**src/rtl/mbx_irq_pkg.sv**
```systemverilog
package mbx_irq_pkg;
    typedef enum logic {
        FLAG_IDLE    = 1'b0,
        FLAG_PENDING = 1'b1
    } flag_state_e;

    localparam int NUM_PORTS = 2;
    localparam int PORT_L    = 0;
    localparam int PORT_R    = 1;
endpackage

```
**src/rtl/mbx_port_decode.sv**
```systemverilog
module mbx_port_decode #(
    parameter int ADDR_W = 12,
    parameter logic [ADDR_W-1:0] OWN_BOX  = '1,
    parameter logic [ADDR_W-1:0] PEER_BOX = '1
) (
    input  logic              en,
    input  logic              cs_n,
    input  logic              rw_n,
    input  logic              oe_n,
    input  logic [ADDR_W-1:0] addr,
    output logic              peer_post,
    output logic              own_ack
);
    logic selected;

    always_comb begin
        selected  = en && !cs_n;
        // write to the opposite port's mailbox raises that port's flag
        peer_post = selected && !rw_n && (addr == PEER_BOX);
        // enabled output on own mailbox acknowledges, rw_n ignored
        own_ack   = selected && !oe_n && (addr == OWN_BOX);
    end
endmodule

```
**src/rtl/mbx_flag_fsm.sv**
```systemverilog
module mbx_flag_fsm
    import mbx_irq_pkg::*;
(
    input  logic clk,
    input  logic rst_n,
    input  logic en,
    input  logic set_evt,
    input  logic clr_evt,
    output logic irq_n
);
    flag_state_e state_q, state_d;

    always_comb begin
        state_d = state_q;
        if (!en) begin
            state_d = FLAG_IDLE;                        // T_DISABLE
        end else begin
            unique case (state_q)
                FLAG_IDLE:    if (set_evt) state_d = FLAG_PENDING;          // T_RAISE
                FLAG_PENDING: if (clr_evt && !set_evt) state_d = FLAG_IDLE; // T_ACK
                default:      state_d = FLAG_IDLE;
            endcase
        end
    end

    always_ff @(posedge clk or negedge rst_n) begin
        if (!rst_n) state_q <= FLAG_IDLE;
        else        state_q <= state_d;
    end

    always_ff @(posedge clk or negedge rst_n) begin
        if (!rst_n) irq_n <= 1'b1;
        else        irq_n <= (state_d != FLAG_PENDING);
    end
endmodule

```
**src/rtl/mbx_irq_ctrl.sv**
```systemverilog
module mbx_irq_ctrl
    import mbx_irq_pkg::*;
#(
    parameter int ADDR_W = 12
) (
    input  logic              clk,
    input  logic              rst_n,
    input  logic              irq_en,
    input  logic              l_cs_n,
    input  logic              l_rw_n,
    input  logic              l_oe_n,
    input  logic [ADDR_W-1:0] l_addr,
    input  logic              r_cs_n,
    input  logic              r_rw_n,
    input  logic              r_oe_n,
    input  logic [ADDR_W-1:0] r_addr,
    output logic              l_irq_n,
    output logic              r_irq_n
);
    localparam logic [ADDR_W-1:0] BOX_R = '1;
    localparam logic [ADDR_W-1:0] BOX_L = BOX_R - 1'b1;

    logic [NUM_PORTS-1:0]             cs_n_v, rw_n_v, oe_n_v;
    logic [NUM_PORTS-1:0][ADDR_W-1:0] addr_v;
    logic [NUM_PORTS-1:0]             post_v, ack_v, irq_n_v;

    always_comb begin
        cs_n_v[PORT_L] = l_cs_n;  cs_n_v[PORT_R] = r_cs_n;
        rw_n_v[PORT_L] = l_rw_n;  rw_n_v[PORT_R] = r_rw_n;
        oe_n_v[PORT_L] = l_oe_n;  oe_n_v[PORT_R] = r_oe_n;
        addr_v[PORT_L] = l_addr;  addr_v[PORT_R] = r_addr;
    end

    for (genvar p = 0; p < NUM_PORTS; p++) begin : g_port
        localparam logic [ADDR_W-1:0] OWN  = (p == PORT_L) ? BOX_L : BOX_R;
        localparam logic [ADDR_W-1:0] PEER = (p == PORT_L) ? BOX_R : BOX_L;

        mbx_port_decode #(
            .ADDR_W   (ADDR_W),
            .OWN_BOX  (OWN),
            .PEER_BOX (PEER)
        ) u_dec (
            .en        (irq_en),
            .cs_n      (cs_n_v[p]),
            .rw_n      (rw_n_v[p]),
            .oe_n      (oe_n_v[p]),
            .addr      (addr_v[p]),
            .peer_post (post_v[p]),
            .own_ack   (ack_v[p])
        );

        mbx_flag_fsm u_flag (
            .clk     (clk),
            .rst_n   (rst_n),
            .en      (irq_en),
            .set_evt (post_v[NUM_PORTS-1-p]),
            .clr_evt (ack_v[p]),
            .irq_n   (irq_n_v[p])
        );
    end

    assign l_irq_n = irq_n_v[PORT_L];
    assign r_irq_n = irq_n_v[PORT_R];
endmodule

```
**config.mk**
```make
export PLATFORM = sky130hd
export DESIGN_NAME = mbx_irq_ctrl
export DESIGN_NICKNAME = d
export VERILOG_FILES = /design/src/rtl/mbx_irq_pkg.sv /design/src/rtl/mbx_port_decode.sv /design/src/rtl/mbx_flag_fsm.sv /design/src/rtl/mbx_irq_ctrl.sv
export SDC_FILE = /design/constraint.sdc
export NUM_CORES = 1
export LEC_CHECK = 0
export BUFFER_PORTS_ARGS = -buffer_cell sky130_fd_sc_hd__buf_2
export CORE_AREA = 2 2 39 41
export CTS_BUF_LIST = sky130_fd_sc_hd__clkbuf_16
export DETAILED_ROUTE_END_ITERATION = 12
export DIE_AREA = 0 0 41 43
export GPL_ROUTABILITY_DRIVEN = 0
export SLEW_MARGIN = 20
export SYNTH_ARGS = -nofsm -noshare
export SYNTH_HDL_FRONTEND = slang
export SYNTH_SLANG_ARGS = --single-unit
```
**constraint.sdc**
```tcl
create_clock -name clk -period 0.9 [get_ports clk]
set_clock_uncertainty 0.05 [all_clocks]
set_input_delay 0.09 -clock clk [delete_from_list [all_inputs] [get_ports clk]]
set_output_delay 0.09 -clock clk [all_outputs]
set_load 0.005 [all_outputs]
```
==> impl_summary.md <==
Run status
The run finished, with violations left. The checks that failed: negative setup slack.

Clocking
The cell chosen for the clock root is clkbuf_16. The H-tree depth is 1. The later pin in the worst-skew pair is clocked with a latency of 220 ps.

Buffers inserted during clock tree synthesis total 3. The TritonCTS clock tree is done. The clock net sink count is 4.

Clock-pin slew was measured on the worst setup and hold paths at 30 ps. The buffer depth of the longest clock path is 2.

Logic synthesis
The number of nets in the synthesized netlist is 59. Dividing the synthesized area by the synthesized cell count gives 9.34 um^2. Yosys printed 0 warnings.

The flop and latch count out of synthesis is 4. The number of instances in the synthesized netlist is 26. The number of different library cells used by synthesis comes to 17. The sequential-to-total area share from yosys stat is 42.3%. Summing every instance area after synthesis gives 243 um^2.

Power
In this run the static leakage power is 0.305 nW. The design draws 0.981 mW. The total power density per cell area is 1660 nW/um^2. Across the VDD grid, the largest voltage drop is 974 uV.

Setup path
Traced cell by cell, the critical path runs through buf_2. For this run, the slowest stage of the critical path takes 500 ps. The critical path is of the reg2out type. The kind of start point of the critical path is a flop.

The data required time of the critical path is 760 ps. Data on the critical path arrives at its endpoint at 820 ps. The kind of capture point of the worst setup path is an output pin.

On the critical path, the stage with the largest delay is an instance of dfstp_2. The cell family contributing the most delay on the critical path is flip-flops. The buffer and inverter count on the worst path is 1. Of all nets on the critical path, the largest fanout is 1.

Drt
The DRC marker count from the first detailed-route iteration is 2. For this block, the routed nets add up to 714 um of wire. The first detailed-routing pass took 4 iterations.

The final routed wire length divided by cell count is 8.60 um. Detailed routing inserted a total of 376 vias. The count of antenna-violating nets left after detailed routing is 0. Using the TritonRoute via totals, the vias-per-cell ratio works out to 4.53. The post-route DRC violation count is 0.

Finish
Leaving out fill and tap cells, the most frequent cell in the layout is buf_2. The layout overhead on the synthesized area is 143%. The fraction of final layout cells sized beyond drive strength 1 is 68.7%. Counting the fill cells in the layout gives 135.

In the layout the commonest cells are buf_2, nand4_1, buf_6. The diode insertion count for antenna repair is 0. The final-stage net count is 102. After routing the design area is 589 um^2.

STA
For the final routed database, the setup TNS stands at -120 ps. Setup repair after global routing could not meet its margin everywhere. Setup violations remaining at the end of the flow were counted as 2. Measured against its own limit, the worst slew margin works out to 84.0%. After layout, the worst path uses 107% of the clock period. For this run, the top clock speed supported by timing is 1040 MHz. Across all setup checks in the final design, the least slack found is -60.2 ps. The clock period minus final worst setup slack is 960 ps. The hold violation count in the final report is 0. The number of max-slew violations in the final report came to 0. The worst slack on hold paths is 34.7 ps. For the pin with the worst max-slew slack, the measured transition is 238 ps.

Floorplan
In this run the vertical extent of the chip is 43 um. The number of placement rows is 14. The region available for standard cell placement spans 1380 um^2. The I/O pin total is 35.

Once the floorplan was initialized, standard cells occupied 17.5% of the core. The floorplan step defined a die boundary enclosing 1760 um^2. The die is 41 um wide.

Placement
The HPWL after detailed placement is 639 um. Summing all placed instances gives a cell area of 478 um^2. The worst setup slack before clock tree synthesis is -244 ps. Buffers placed on the I/O ports in this run total 34.

Hold path
The path category of the worst min-delay check is in2reg.

GRT
Across every metal layer, demand over resource in global routing totals 9.37%. The number of global-route vias before repair came to 326. Entering global routing, the biggest net connects 7 pins.

The total overflow left after global routing is 0. The first-pass GRT wire length is 1070 um. The number of antenna violations at the first check in global routing is 0.

Job
The tool flagged a number of max-cap violations equal to 0.
## final cells by class
cell class                      count  area, um^2  area share [%]
Tap cell                           16        20.0            3.40
Sequential cell                     4         103            17.4
Inverter                            2        7.51            1.27
Timing Repair Buffer               38         228            38.6
Clock buffer                        3        75.1            12.7
Multi-Input combinational cell     20         156            26.5
## registers in the layout, indices dropped and copies added, names as in the netlist
| name | cells |
|---|---|
| g_port.u_flag.irq_n | 2 |
| g_port.u_flag.state_q | 2 |
## synth_stat cells (all sizes together)
library cell	instances	area share (%)
a31oi	1	2.6
and2	1	3.1
nor2	2	3.1
nor4	2	7.7
nand3	1	2.1
nand2	3	4.6
a32o	1	4.1
nand4	4	10
nand2b	1	2.6
dfstp	2	22
inv	2	3.1
dfrtp	2	21
a41oi	1	3.6
a41o	1	4.1
a32oi	1	3.6
nand3b	1	3.1
## power breakdown
part           switching (mW)  leakage, nW  internal, mW
Combinational          0.0394        0.219        0.0745
Sequential         0.00000198       0.0490         0.182
Clock                   0.119       0.0370         0.567
## logic make-up (layout without fill, tap and decap cells)
family / after synthesis / in the layout / share of synthesized area, %
DFF: 4 / 4 / 42.3
AOI/OAI and AO/OA: 5 / 5 / 18.0
and+or+nand+nor: 15 / 15 / 36.6
buffers and inverters: 2 / 43 / 3.09
## path summary, 6_finish.rpt
check / slack (ps) / start / cells after the start / end
worst max-delay path: -60 / g_port[0].u_flag.irq_n$_DFF_PN1_ / 1 / l_irq_n
worst max register to register: 30 / g_port[0].u_flag.state_q$_DFF_PN0_ / 2 / g_port[0].u_flag.state_q$_DFF_PN0_
worst min register to register: 450 / g_port[0].u_flag.state_q$_DFF_PN0_ / 2 / g_port[0].u_flag.irq_n$_DFF_PN1_
max in group asynchronous: 450 / rst_n / 2 / g_port[0].u_flag.irq_n$_DFF_PN1_
worst min-delay path: 30 / l_addr[0] / 2 / g_port[1].u_flag.irq_n$_DFF_PN1_
min in group asynchronous: 150 / rst_n / 2 / g_port[1].u_flag.state_q$_DFF_PN0_
## worst register-to-register path, cell delays in order, from the launching register on
cell and delay, ps:
dfrtp_1 350, and2_4 150, a32o_1 200
## through the flow
step | instances | utilization [%]
3_5_place_dp | 79 | 34.5
3_3_place_gp | 79 | 34.5
2_1_floorplan | 26 | -
4_1_cts | 84 | 41.3
5_1_grt | 83 | 42.6
6_report | 83 | 42.6
## metal layers
layer	wire, um	global-route usage [%]	vias up
met5	0	0	-
met4	11	7.33	0
met3	139	5.24	2
met2	323	14.4	34
met1	239	8.44	153
li1	-	-	187
## repair_timing
| action | CTS | global route |
|---|---|---|
| gates resized for setup | 1 | 4 |
| endpoints found under the hold margin | 4 | 0 |
| hold buffers | 1 | 0 |
| endpoints found under the setup margin | 4 | 5 |
| pin swaps | 1 | 1 |
| setup buffers | 1 | 0 |
| gates cloned | 0 | 0 |
Power figures use the tool's default switching activity.
